## config.mk

```make
export PLATFORM = sky130hd
export DESIGN_NAME = kbd_input_port
export DESIGN_NICKNAME = d
export VERILOG_FILES = /design/src/rtl/kbd_pkg.sv /design/src/rtl/kbd_event_reg.sv /design/src/rtl/kbd_stat_counters.sv /design/src/rtl/kbd_read_mux.sv /design/src/rtl/kbd_input_port.sv
export SDC_FILE = /design/constraint.sdc
export NUM_CORES = 1
export LEC_CHECK = 0
export ABC_CLOCK_PERIOD_IN_PS = 1850
export BUFFER_PORTS_ARGS = -buffer_cell sky130_fd_sc_hd__buf_2
export CAP_MARGIN = 10
export CELL_PAD_IN_SITES_DETAIL_PLACEMENT = 0
export CELL_PAD_IN_SITES_GLOBAL_PLACEMENT = 1
export CORE_MARGIN = 4
export CORE_UTILIZATION = 45
export DETAILED_ROUTE_END_ITERATION = 12
export GPL_ROUTABILITY_DRIVEN = 1
export PLACE_DENSITY_LB_ADDON = 0.3
export SLEW_MARGIN = 30
export SYNTH_ARGS = -nofsm -noshare
export SYNTH_HDL_FRONTEND = slang
export SYNTH_SLANG_ARGS = --single-unit
```

## constraint.sdc

```tcl
create_clock -name clk -period 1.85 [get_ports clk]
set_input_delay 0.37 -clock clk [delete_from_list [all_inputs] [get_ports clk]]
set_output_delay 0.37 -clock clk [all_outputs]
set_load 0.01 [all_outputs]
```

## src/rtl/kbd_pkg.sv

```systemverilog
package kbd_pkg;
  localparam int DATA_W = 32;
  localparam int CODE_W = 8;
  localparam int SEL_W  = 2;
  localparam int NUM_CNT = 3;

  typedef enum logic [SEL_W-1:0] {
    SEL_CODE = 2'd0,
    SEL_IRQS = 2'd1,
    SEL_KEYS = 2'd2,
    SEL_OVRS = 2'd3
  } kbd_sel_e;

  // index of each statistic in the counter bank
  localparam int CNT_IRQS = 0;
  localparam int CNT_KEYS = 1;
  localparam int CNT_OVRS = 2;
endpackage

```

## src/rtl/kbd_event_reg.sv

```systemverilog
module kbd_event_reg #(
  parameter int CODE_W = 8
) (
  input  logic              clk,
  input  logic              rst_n,
  input  logic              key_fire,
  input  logic [CODE_W-1:0] key_code,
  input  logic              clear_req,
  output logic [CODE_W-1:0] code_q,
  output logic              pend_q,
  output logic              overrun_o,
  output logic              raise_o
);
  // a key overruns only if the previous one stays unread this cycle
  assign overrun_o = key_fire & pend_q & ~clear_req;
  assign raise_o   = key_fire & ~overrun_o;

  always_ff @(posedge clk or negedge rst_n) begin
    if (!rst_n) begin
      code_q <= '0;
      pend_q <= 1'b0;
    end else begin
      if (key_fire) code_q <= key_code;
      // a new key wins over a same-cycle clear
      pend_q <= key_fire | (pend_q & ~clear_req);
    end
  end
endmodule

```

## src/rtl/kbd_stat_counters.sv

```systemverilog
module kbd_stat_counters #(
  parameter int CNT_W = 16,
  parameter int N     = 3
) (
  input  logic                    clk,
  input  logic                    rst_n,
  input  logic [N-1:0]            inc,
  output logic [N-1:0][CNT_W-1:0] cnt_o
);
  for (genvar i = 0; i < N; i++) begin : g_cnt
    always_ff @(posedge clk or negedge rst_n) begin
      if (!rst_n)      cnt_o[i] <= '0;
      else if (inc[i]) cnt_o[i] <= cnt_o[i] + 1'b1;
    end
  end
endmodule

```

## src/rtl/kbd_read_mux.sv

```systemverilog
module kbd_read_mux
  import kbd_pkg::*;
#(
  parameter int CNT_W = 16
) (
  input  kbd_sel_e                      sel,
  input  logic [CODE_W-1:0]             code,
  input  logic [NUM_CNT-1:0][CNT_W-1:0] cnts,
  output logic [DATA_W-1:0]             rdata
);
  localparam int CPAD = DATA_W - CODE_W;
  localparam int NPAD = DATA_W - CNT_W;

  always_comb begin
    unique case (sel)
      SEL_CODE: rdata = {{CPAD{1'b0}}, code};
      SEL_IRQS: rdata = {{NPAD{1'b0}}, cnts[CNT_IRQS]};
      SEL_KEYS: rdata = {{NPAD{1'b0}}, cnts[CNT_KEYS]};
      SEL_OVRS: rdata = {{NPAD{1'b0}}, cnts[CNT_OVRS]};
      default:  rdata = '0;
    endcase
  end
endmodule

```

## src/rtl/kbd_input_port.sv

```systemverilog
module kbd_input_port
  import kbd_pkg::*;
#(
  parameter int CNT_W = 16
) (
  input  logic              clk,
  input  logic              rst_n,
  input  logic              key_valid,
  output logic              key_ready,
  input  logic [CODE_W-1:0] key_code,
  input  logic              bus_valid,
  input  logic              bus_write,
  input  logic [SEL_W-1:0]  bus_addr,
  output logic [DATA_W-1:0] bus_rdata,
  output logic              irq
);
  logic                          key_fire;
  logic                          clear_req;
  logic [CODE_W-1:0]             code_q;
  logic                          pend_q;
  logic                          overrun;
  logic                          raise;
  logic [NUM_CNT-1:0]            inc;
  logic [NUM_CNT-1:0][CNT_W-1:0] cnts;
  kbd_sel_e                      sel;

  assign key_ready = 1'b1;
  assign key_fire  = key_valid & key_ready;
  assign sel       = kbd_sel_e'(bus_addr);
  assign clear_req = bus_valid & ~bus_write & (sel == SEL_CODE);

  kbd_event_reg #(.CODE_W(CODE_W)) u_event (
    .clk(clk), .rst_n(rst_n), .key_fire(key_fire), .key_code(key_code),
    .clear_req(clear_req), .code_q(code_q), .pend_q(pend_q),
    .overrun_o(overrun), .raise_o(raise)
  );

  assign inc[CNT_IRQS] = raise;
  assign inc[CNT_KEYS] = key_fire;
  assign inc[CNT_OVRS] = overrun;

  kbd_stat_counters #(.CNT_W(CNT_W), .N(NUM_CNT)) u_cnt (
    .clk(clk), .rst_n(rst_n), .inc(inc), .cnt_o(cnts)
  );

  kbd_read_mux #(.CNT_W(CNT_W)) u_mux (
    .sel(sel), .code(code_q), .cnts(cnts), .rdata(bus_rdata)
  );

  assign irq = pend_q;
endmodule

```

**After elaboration in Yosys (flattened, before gate mapping)**

Cells that the tools add are included.

- Input bits: 15
- Memories: 0
- Register bits: 57
- Bits in latches: 0
- Memory bits (writable): 0
- ROM bits: 0
- Output and inout port bits: 34
- Logic and storage cells: 23

- Reduce and logical (&&, ||, !) cells: 1
- Equality and inequality tests: 3
- Shifts and indexed selects: 0
- Div/mod/pow operators: 0
- Bitwise logic cells: 10
- Add/subtract/negate cells: 3
- Multiplexer cells: 1
- Multipliers: 0
- Order comparisons: 0

Operators with widths:

| operator | count |
|---|---|
| $pmux W32 S4 | 1 |
| $add A16 B1 Y16 const B | 3 |
| $and A1 B1 Y1 | 6 |
| $eq A2 B2 Y1 const B | 2 |
| $not A1 Y1 | 3 |
| $eq A2 B1 Y1 const B | 1 |
| $logic_not A2 Y1 | 1 |
| $or A1 B1 Y1 | 1 |

**Depth between registers and ports, before layout**

Gate-level depths: netlist of the first run.

- Depth after elaboration: 7
- Depth in mapped cells: 5

**Modules after synthesis**

From an unflattened synthesis of the first run, not the netlist that was laid out.

- Cells, all modules: 244
- Area, all modules: 3035.4 µm²

By module, submodules not included:

| module | area each (µm²) | sequential area each (µm²) | instances | cells each |
|---|---|---|---|---|
| kbd_stat_counters | 2077.0 | 1201.2 | 1 | 171 |
| kbd_read_mux | 550.5 | 0.0 | 1 | 47 |
| kbd_event_reg | 381.6 | 225.2 | 1 | 23 |
| kbd_input_port | 26.3 | 0.0 | 1 | 3 |

**Worst setup path after synthesis of the first run**

No wires, ideal clock.

- Path type: input port to output port
- Start: input bus_addr[0]
- End: output bus_rdata[10]
- Data arrival time: 1340 ps
- Setup slack: 140 ps
- Stages: 4
- Path buffers: 2
- Cell sequence: buf_4 buf_2 mux2_2 a22o_1

- Cells in the longest elaborated chain, start to end: 2

Ends and longest elaborated chain:

| element | line | source |
|---|---|---|
| from (decl) | kbd_input_port.sv:13 | `input logic [SEL_W-1:0] bus_addr,` |
| $eq A2 B2 Y1, or another cell as far along | kbd_read_mux.sv:15 | `unique case (sel)` |
| $pmux W32 S4 * | kbd_read_mux.sv:15 |  |
| to (decl) | kbd_input_port.sv:14 | `output logic [DATA_W-1:0] bus_rdata,` |

Every way passes the cells marked *; elsewhere a longest branch is shown, timed or not. The select of a mux whose other input is x is not followed.

**Final worst setup path of the first run**

- Start: register u_cnt.cnt_o[2] (netlist bit)
- End: output bus_rdata[2]

- Cells in the longest elaborated chain, start to end: 1

Ends and longest elaborated chain:

| element | line | source |
|---|---|---|
| from (decl) | kbd_stat_counters.sv:8 | `output logic [N-1:0][CNT_W-1:0] cnt_o` |
| from (signal, indexed assignment) | kbd_stat_counters.sv:13 | `else if (inc[i]) cnt_o[i] <= cnt_o[i] + 1'b1;` |
| $pmux W32 S4 | kbd_read_mux.sv:15 |  |

No other way between the ends. The select of a mux whose other input is x is not followed.

==> metrics.md, run 1 <==
| Metric | Value |
|---|---|
| Outcome | completed |
| Clock root buffer | clkbuf_8 |
| Cells along the critical path | buf_6 > mux4_2 > buf_6 |
| Mapped Cells | 253 |
| CP most frequent cell | buf_6 |
| Worst path slowest cell | mux4_2 |
| Simple-gate area share of the yosys netlist | 0.148 |
| Distinct cells, synth | 32 |
| Avg Inst Size Synth | 12.0 um2 |
| I/O Buffers | 31 |
| Seq pwr share | 0.490 |
| Crit. End Element | output pin |
| Adder-cell share of the synthesized area | 0.0165 |
| Register-to-register setup slack | 0.34 ns |
| Clock Skews | 0.00690 ns |
| Multi-input logic area | 0.00148 mm2 |
| Worst ir drop on vdd | 0.380 mV |
| Upper clock frequency limit | 555 MHz |
| Largest family of logic cells by synthesized area | simple AND/OR/NAND/NOR gates |
| Register area share after synthesis | 0.469 |
| RSZ-0062 raised after global routing | true |
| Switching power | 1.06 mW |
| Slew Limit Fails | 0 |
| Die Ht | 90.2 um |
| Synth area leaders | dfrtp_1, xnor2_1, mux2_2, mux4_2, xor2_1 |
| Worst setup endpoint | bus_rdata[2] |
| Initial Util | 0.471 |
| Clock-pin transition on the worst setup and hold timing paths | 0.06 ns |
| Top-Level Pins | 49 |
| DRT Pass-1 Iters | 4 |
| Gate power share | 0.218 |
| Commonest cells after routing, fill and taps aside | dfrtp_1, buf_2, xnor2_1 |
| Hold slack | 0.0369 ns |
| Hold bufs inserted after CTS | 0 |
| Internal power | 2.44 mW |
| H-tree depth | 3 |
| CTS tree | built |
| DIE AREA | 0.00813 mm2 |
| Final worst path period need | 1.80 ns |
| Drt drc | 0 |
| Vias in the first global route | 2,058 |
| Hold Path Class | in -> async |
| Area growth syn-to-layout | 16.4% |
| Final WS setup | 0.0471 ns |
| Compound-Gate Fraction of Synth Area | 0.0399 |
| Share of the synthesized area in the top cell type | 0.469 |
| Core ar. | 0.00646 mm2 |
| Tot GR Track Use | 0.164 |
| Crit Reg-Reg Startpoint | u_cnt.cnt_o[3] |
| Most common cell after layout, fill and taps aside | dfrtp_1 |
| Later-pin clock latency in the skew report | 0.33 ns |
| CP arrival | 1.43 ns |
| Synth warn | 0 |
| Mapped Area | 0.00304 mm2 |
| Power Total | 3.51 mW |
| Drt via density | 5.30 |
| Yosys top cell by area | dfrtp_1 |
| Antenna violations before repair | 0 |
| Slowest stage delay, CP | 0.45 ns |
| Num rows | 29 |
| Post-DRT Antenna Nets | 0 |
| Net Sw Frac | 0.303 |
| Max-Cap Viols | 0 |
| Share of layout cells above drive strength 1 | 0.320 |
| First-pass GRT wire length | 10.5 mm |
| DRT Wirelength | 6.17 mm |
| Worst Setup Start Kind | register |
| Pin count of the biggest net entering global routing | 58 |
| R2r endpoint | u_cnt.cnt_o[8] |
| Worst slack at placement | -0.109 ns |
| Worst endpoint required time | 1.48 ns |
| Num CTS Buffers | 9 |
| #FFs+latches synth | 57 |
| Total grt overflow | 0 |
| Wire length per cell | 16.0 um |
| Final setup vio count | 0 |
| Die width | 90.2 um |
| Final GP Congestion | 0.791 |
| Clk network pwr share | 0.292 |
| Number of antenna cells inserted | 0 |
| Num Clock Sinks | 57 |
| FF/Latch Area | 0.00143 mm2 |
| Post-synthesis mux area share | 0.130 |
| Leak | 1.69 nW |
| Pwr dens | 992 mW/mm2 |
| Clk buf depth | 2 |
| Filler cell count | 561 |
| Period utilisation layout | 0.975 |
| Worst setup startpoint | u_cnt.cnt_o[2] |
| Critical path class | reg -> out |
| Crit-path max FO | 3 |
| DR vias | 2,045 |
| DP HPWL | 4.39 mm |
| Layout net count | 323 |
| Fin. Hold Viols | 0 |
| R2r worst-path depth | 4 |
| Initial drt markers | 96 |
| XOR/XNOR Fraction of Synth Area | 0.130 |
-- kinds of logic (layout without fill, tap and decap cells) --
family | Yosys count | in the layout
buf+inv | 32 | 73
xor+xnor | 45 | 45
mux | 27 | 27
fa+ha+maj | 4 | 4
simple gates | 74 | 74
flops | 57 | 57
other cells | 2 | 17
compound gates | 12 | 12
-- worst min path at each step --
stage	from	cells past startpoint	end	slack (ns)
final	rst_n	2	u_cnt.cnt_o[16]	0.04
after global routing	rst_n	2	u_cnt.cnt_o[16]	0.06
after CTS	rst_n	2	u_event.code_q[1]	0.03
after detailed placement	rst_n	2	u_event.code_q[4]	0.40
after global placement	rst_n	2	u_event.code_q[5]	0.40
after floorplan	rst_n	0	u_cnt.cnt_o[0]	0.07
-- stage by stage --
step | std cells | TNS, ns | util | instance area [um2]
detailed placement | 368 | -1.21 | 0.516 | 3330
floorplan | 268 | 0 | - | 3100
global placement | 368 | -0.850 | 0.516 | 3330
finish | 386 | 0 | 0.548 | 3540
CTS | 384 | 0 | 0.543 | 3510
global route | 386 | -0.000176 | 0.548 | 3540
-- worst max-delay path, delay by kind of cell (launching register included) --
family | cells | cell delay (ns)
multiplexers | 1 | 0.45
buffers and inverters | 2 | 0.27
flip-flops | 1 | 0.39
-- cell usage after synthesis --
cell type and number:
ha_1 4, conb_1 2, nor4b_1 1, nand4_1 11, buf_2 3, nor2_1 11
nand2b_1 1, xnor2_1 26, or3_1 1, nor3_2 2, dfrtp_1 57, a22o_1 8
and4_1 4, nand3_1 13, buf_4 19, a21o_1 1, o2111ai_4 1, or4b_1 1
mux4_2 8, mux2_2 19, buf_1 2, and3_1 5, nor4b_4 1, xor2_1 19
o21ai_0 1, o211ai_2 1, clkbuf_1 1, nand2_1 12, inv_1 7, nor3_1 8
nor2b_1 1, nor4_4 2
-- timing repair --
action	CTS	global route
buffers inserted	0	2
endpoints found under the setup margin	15	2
gates resized for setup	1	3
pin swaps	0	0
cloned	0	0
-- sequential cells by signal, summed over array words and instances, names as in the netlist --
signal          cells
u_cnt.cnt_o        48
u_event.pend_q      1
u_event.code_q      8
-- power groups by stage --
stage	Combinational [mW]	Sequential (mW)	Clock, mW
4_1_cts	0.726	1.71	1.06
3_5_place_dp	0.722	1.73	0
3_3_place_gp	0.706	1.73	0
6_report	0.765	1.72	1.03
5_1_grt	0.854	1.75	1.12
2_1_floorplan	0.516	1.67	0
-- routing by layer --
metal / global-route usage / part of all wire / vias to the layer above
li1: - / - / 962
met1: 0.228 / 0.47 / 1036
met2: 0.247 / 0.47 / 40
met3: 0.0417 / 0.044 / 7
met4: 0.0638 / 0.014 / 0
met5: 0 / 0 / -
-- final cells by class --
cell class | count | share of cell area
Clock buffer | 13 | 0.0449
Clock inverter | 3 | 0.00424
Inverter | 7 | 0.00743
Multi-Input combinational cell | 179 | 0.418
Sequential cell | 57 | 0.403
Tap cell | 77 | 0.0272
Timing Repair Buffer | 50 | 0.0948
No activity file was read; power rests on OpenSTA's default activity.
==> run 2: changes to the inputs <==
--- a/config.mk
+++ b/config.mk
@@ -15,6 +15,7 @@
 export DETAILED_ROUTE_END_ITERATION = 12
 export GPL_ROUTABILITY_DRIVEN = 1
 export PLACE_DENSITY_LB_ADDON = 0.3
+export SETUP_SLACK_MARGIN = 0.5
 export SLEW_MARGIN = 30
 export SYNTH_ARGS = -nofsm -noshare
 export SYNTH_HDL_FRONTEND = slang
==> run 2 against run 1 <==
  * Global-route usage rose by 2.1 points
  * Total power is 30% higher
  * Setup slack better by 0.0075 ns
  * Critical endpoint is now bus_rdata[7]
  * Clock-buffer cell count is 1 lower
  * Register-to-register slack lost 0.06 ns
  * Combinational power is 110% higher
  * Critical path type unchanged
  * Design area increased by 25%
  * Sequential share of layout area is 7.9 points lower
==> metrics.md, run 2 (synthesis gave the netlist of run 1 again) <==
| Metric | Value |
|---|---|
| CTS tree | built |
| RSZ-0062 raised after global routing | true |
| Worst path slowest cell | mux4_2 |
| Vias in the first global route | 2,298 |
| Drt drc | 0 |
| Fin. Hold Viols | 0 |
| Worst Setup Start Kind | register |
| DRT Pass-1 Iters | 4 |
| Crit. End Element | output pin |
| Layout net count | 378 |
| Num CTS Buffers | 9 |
| Outcome | completed |
| I/O Buffers | 31 |
| Die width | 90.2 um |
| Slowest stage delay, CP | 0.51 ns |
| Top-Level Pins | 49 |
| Hold path cells | 2 |
| Initial drt markers | 91 |
| Hold Path Class | in -> reg |
| Final setup vio count | 0 |
| GR Util met3 | 0.0476 |
| Hold worst-path end | u_event.code_q[4] |
| Antenna violations before repair | 0 |
| Number of flip-flops in the largest register | 48 |
| WP buf/inv | 1 |
| Clock root buffer | clkbuf_8 |
| Slew Limit Headroom | 0.655 |
| Met1 usage | 0.248 |
| Clock-pin transition on the worst setup and hold timing paths | 0.07 ns |
| Register-to-register setup slack | 0.28 ns |
| Biggest register | u_cnt.cnt_o |
| Net Sw Frac | 0.300 |
| Number of antenna cells inserted | 0 |
| Clk network pwr share | 0.295 |
| Pwr dens | 1030 mW/mm2 |
| Multi-input logic area | 0.00177 mm2 |
| Num rows | 29 |
| Placed cells | 364 |
| GR Util met2 | 0.292 |
| Share of layout cells above drive strength 1 | 0.527 |
| Internal power | 3.19 mW |
| Core ar. | 0.00646 mm2 |
| Tot GR Track Use | 0.185 |
| Top Usage Layer GRT | met2 |
| Worst ir drop on vdd | 0.729 mV |
| Post-DRT Antenna Nets | 0 |
| Hold slack | 0.249 ns |
| Switching power | 1.37 mW |
| Hold Path Origin | key_code[4] |
| Post-layout instance area | 0.00442 mm2 |
| Later-pin clock latency in the skew report | 0.35 ns |
| DP HPWL | 4.62 mm |
| H-tree depth | 3 |
| Biggest regs | u_cnt.cnt_o: 48 flops, u_event.code_q: 8 flops, u_event.pend_q: 1 flops |
| Commonest cells after routing, fill and taps aside | buf_4, dfrtp_1, xnor2_1 |
| Cells along the critical path | mux4_2 > buf_6 |
| Final GP Congestion | 0.802 |
| Filler cell count | 450 |
| CP arrival | 1.43 ns |
| Worst-margin pin slew | 0.518 ns |
| Slew Limit Fails | 0 |
| Die Ht | 90.2 um |
| Period utilisation layout | 0.970 |
| Pin count of the biggest net entering global routing | 21 |
| Max-Cap Viols | 0 |
| Crit-path max FO | 2 |
| R2r endpoint | u_cnt.cnt_o[12] |
| DRT Wirelength | 7.79 mm |
| Total grt overflow | 0 |
| Final worst path period need | 1.80 ns |
| Initial Util | 0.471 |
| Crit Reg-Reg Startpoint | u_cnt.cnt_o[3] |
| Drt via density | 5.24 |
| Seq pwr share | 0.356 |
| DR vias | 2,312 |
| Gate power share | 0.349 |
| Most common cell after layout, fill and taps aside | buf_4 |
| Upper clock frequency limit | 557 MHz |
| Leak | 2.12 nW |
| Wire length per cell | 17.7 um |
| Critical path class | reg -> out |
| Num Clock Sinks | 57 |
| Finished Layout Cells | 441 |
| CP delay by family, top | multiplexers |
| FF/Latch Area | 0.00144 mm2 |
| Placed inst area | 0.00335 mm2 |
| R2r worst-path depth | 7 |
| Area growth syn-to-layout | 45.5% |
| Clock Skews | 0.0103 ns |
| DIE AREA | 0.00813 mm2 |
| Worst endpoint required time | 1.48 ns |
| Clk buf depth | 2 |
| First-pass GRT wire length | 11.7 mm |
[run 2: changes by cell type in the layout (fill, tap and decap cells not counted), sizes merged]
cell / delta
buf: +53
bufinv: +2
clkbuf: -1
clkinv: -3
clkinvlp: +2
dlygate4sd3: +1
or3: +1
[run 2: timing repair]
action	4_1_cts	5_1_grt
resized for setup	44	40
pin swaps	23	27
cloned	2	0
endpoints found under the setup margin	48	48
endpoints found under the hold margin	6	0
hold buffers	1	0
buffers inserted	41	17
[run 2: power groups by stage]
| stage | Sequential (mW) | Combinational [mW] | Clock, mW |
|---|---|---|---|
| 3_3_place_gp | 1.76 | 0.693 | 0 |
| 5_1_grt | 1.64 | 1.71 | 1.43 |
| 2_1_floorplan | 1.67 | 0.542 | 0 |
| 6_report | 1.62 | 1.59 | 1.35 |
| 3_5_place_dp | 1.77 | 0.703 | 0 |
| 4_1_cts | 1.61 | 1.26 | 1.36 |
[run 2: area by class of cell]
class | instances | area share
well taps | 77 | 0.0218
clock buffers | 12 | 0.0351
clock inverters | 4 | 0.0170
flip-flops and latches | 57 | 0.324
multi-input cells | 180 | 0.400
inverters | 7 | 0.00594
repair buffers | 104 | 0.196
[run 2: through the flow]
| step | worst slack (ns) | setup TNS [ns] | total power [mW] | utilization |
|---|---|---|---|---|
| after detailed placement | -0.0332 | -0.170 | 2.47 | 0.519 |
| after global routing | 0.0331 | 0 | 4.78 | 0.685 |
| final | 0.0546 | 0 | 4.56 | 0.685 |
| after floorplan | 0.303 | 0 | 2.21 | - |
| after global placement | -0.0116 | -0.0116 | 2.45 | 0.519 |
| after CTS | 0.0844 | 0 | 4.22 | 0.635 |
[run 2: how the worst max path moves through the flow]
stage,endpoint,slack [ns],cells past startpoint,startpoint
2_1_floorplan,u_cnt.cnt_o[15],0.30,5,bus_addr[0]
5_1_grt,bus_rdata[8],0.03,3,u_cnt.cnt_o[24]
3_3_place_gp,bus_rdata[8],-0.01,5,bus_addr[0]
4_1_cts,bus_rdata[5],0.08,2,u_cnt.cnt_o[21]
3_5_place_dp,bus_rdata[8],-0.03,5,bus_addr[0]
6_report,bus_rdata[7],0.05,2,u_cnt.cnt_o[7]
[run 2: metal layers]
layer  routed length, um  vias up
met4                 136        0
li1                    -     1075
met3                 463       13
met1                3310     1162
met5                   0        -
met2                3870       62
==> run 3: changes to the inputs <==
--- a/config.mk
+++ b/config.mk
@@ -14,7 +14,7 @@
 export CORE_UTILIZATION = 45
 export DETAILED_ROUTE_END_ITERATION = 12
 export GPL_ROUTABILITY_DRIVEN = 1
-export PLACE_DENSITY_LB_ADDON = 0.3
+export PLACE_DENSITY = 0.9
 export SETUP_SLACK_MARGIN = 0.5
 export SLEW_MARGIN = 30
 export SYNTH_ARGS = -nofsm -noshare
==> run 3 against run 2 <==
  * Clock power decreased by 8%
  * Total power increased by 0.13%
  * Design area increased by 5.1%
==> metrics.md, run 3 (synthesis gave the netlist of run 1 again) <==
| Metric | Value |
|---|---|
| I/O Buffers | 31 |
| Number of antenna cells inserted | 0 |
| CP delay by family, top | multiplexers |
| Slew Limit Fails | 0 |
| Final setup vio count | 0 |
| Slowest stage delay, CP | 0.54 ns |
| Drt drc | 0 |
| H-tree depth | 3 |
| Most common cell after layout, fill and taps aside | buf_4 |
| Critical path class | reg -> out |
| Outcome | completed |
| Worst endpoint required time | 1.48 ns |
| Period utilisation layout | 0.983 |
| RSZ-0062 raised after global routing | true |
| Core ar. | 0.00646 mm2 |
| Num Clock Sinks | 57 |
| Fin Setup TNS | 0 ns |
| Antenna violations before repair | 0 |
| Clk buf depth | 2 |
| Share of layout cells above drive strength 1 | 0.584 |
| WP depth | 2 |
| Register-to-register setup slack | 0.22 ns |
| Clock-pin transition on the worst setup and hold timing paths | 0.06 ns |
| Placed cells | 363 |
| DRT Pass-1 Iters | 5 |
| Initial drt markers | 217 |
| DRT Wirelength | 10.1 mm |
| Placed inst area | 0.00336 mm2 |
| Tot GR Track Use | 0.206 |
| Crit-path max FO | 4 |
| Worst ir drop on vdd | 0.595 mV |
| Number of flip-flops in the largest register | 48 |
| CTS tree | built |
| Num rows | 29 |
| Post-layout instance area | 0.00465 mm2 |
| Cells along the critical path | mux4_2 > buf_6 |
| Area growth syn-to-layout | 52.9% |
| Vias in the first global route | 2,503 |
| Commonest cells after routing, fill and taps aside | buf_4, dfrtp_1, buf_2 |
| Layout net count | 387 |
| Pin count of the biggest net entering global routing | 58 |
| Upper clock frequency limit | 550 MHz |
| Post-DRT Antenna Nets | 0 |
| Num CTS Buffers | 9 |
| WP buf/inv | 1 |
| Worst Setup Start Kind | register |
| Later-pin clock latency in the skew report | 0.35 ns |
| Die width | 90.2 um |
| Die Ht | 90.2 um |
| DR vias | 2,612 |
| Crit. End Element | output pin |
| Clock Skews | 0.0156 ns |
| Final GP Congestion | 0.835 |
| Final worst path period need | 1.82 ns |
| Max-Cap Viols | 0 |
| Leak | 2.31 nW |
| Drt via density | 5.80 |
| Initial Util | 0.471 |
| Worst-margin pin slew | 0.496 ns |
| Top-Level Pins | 49 |
| Biggest regs | u_cnt.cnt_o: 48 flops, u_event.code_q: 8 flops, u_event.pend_q: 1 flops |
| R2r worst-path depth | 6 |
| Worst path slowest cell | mux4_2 |
| DP HPWL | 4.59 mm |
| Pwr dens | 984 mW/mm2 |
| Fin. Hold Viols | 0 |
| First-pass GRT wire length | 13.1 mm |
| DIE AREA | 0.00813 mm2 |
| Clock root buffer | clkbuf_8 |
| CP arrival | 1.45 ns |
| Biggest register | u_cnt.cnt_o |
| Total grt overflow | 0 |
| Slew Limit Headroom | 0.668 |
| Wire length per cell | 22.5 um |
| Power Total | 4.57 mW |
| Hold Path Class | in -> async |
| Finished Layout Cells | 450 |
==> run 3: final cells by class <==
type | instances | area (um2)
Fill cell | 394 | 1810
Inverter | 7 | 26.3
Clock inverter | 2 | 35.0
Timing Repair Buffer | 113 | 981
Clock buffer | 14 | 173
Sequential cell | 57 | 1440
Tap cell | 77 | 96.3
Multi-Input combinational cell | 180 | 1900
==> run 3: worst paths after layout <==
kind	startpoint	endpoint
worst min-delay path	rst_n	u_cnt.cnt_o[16]
worst min register to register	u_event.code_q[6]	u_event.code_q[6]
worst max register to register	u_cnt.cnt_o[3]	u_cnt.cnt_o[15]
max in group asynchronous	rst_n	u_cnt.cnt_o[7]
min in group clk	key_code[3]	u_event.code_q[3]
worst max-delay path	u_cnt.cnt_o[39]	bus_rdata[7]
==> run 3: routing by layer <==
layer  up-vias  global-route usage  part of all wire
met5         -                   0                 0
met4         0              0.0969             0.051
met3        51              0.0392             0.059
met2       143               0.347              0.50
met1      1325               0.256              0.39
li1       1093                   -                 -
==> run 3: through the flow <==
step / utilization / setup slack, ns / hold WS (ns)
floorplan: - / 0.303 / 0.0744
global placement: 0.520 / 0.0945 / 0.390
detailed placement: 0.520 / 0.00235 / 0.395
CTS: 0.639 / 0.0423 / 0.0349
global route: 0.719 / 0.00467 / 0.0485
finish: 0.719 / 0.0309 / 0.0275
==> run 3: power by group <==
group / internal (mW) / switching, mW
clock: 0.732 / 0.506
combinational: 0.912 / 0.774
sequential: 1.46 / 0.183
total: 3.11 / 1.46
==> run 3: repair_timing <==
| item | in CTS | in global routing |
|---|---|---|
| resized for setup | 56 | 56 |
| hold buffers | 0 | 0 |
| cloned | 2 | 0 |
| setup buffers | 42 | 27 |
| setup endpoints to repair | 49 | 53 |
| endpoints found under the hold margin | 0 | 0 |
| pin swaps | 35 | 41 |
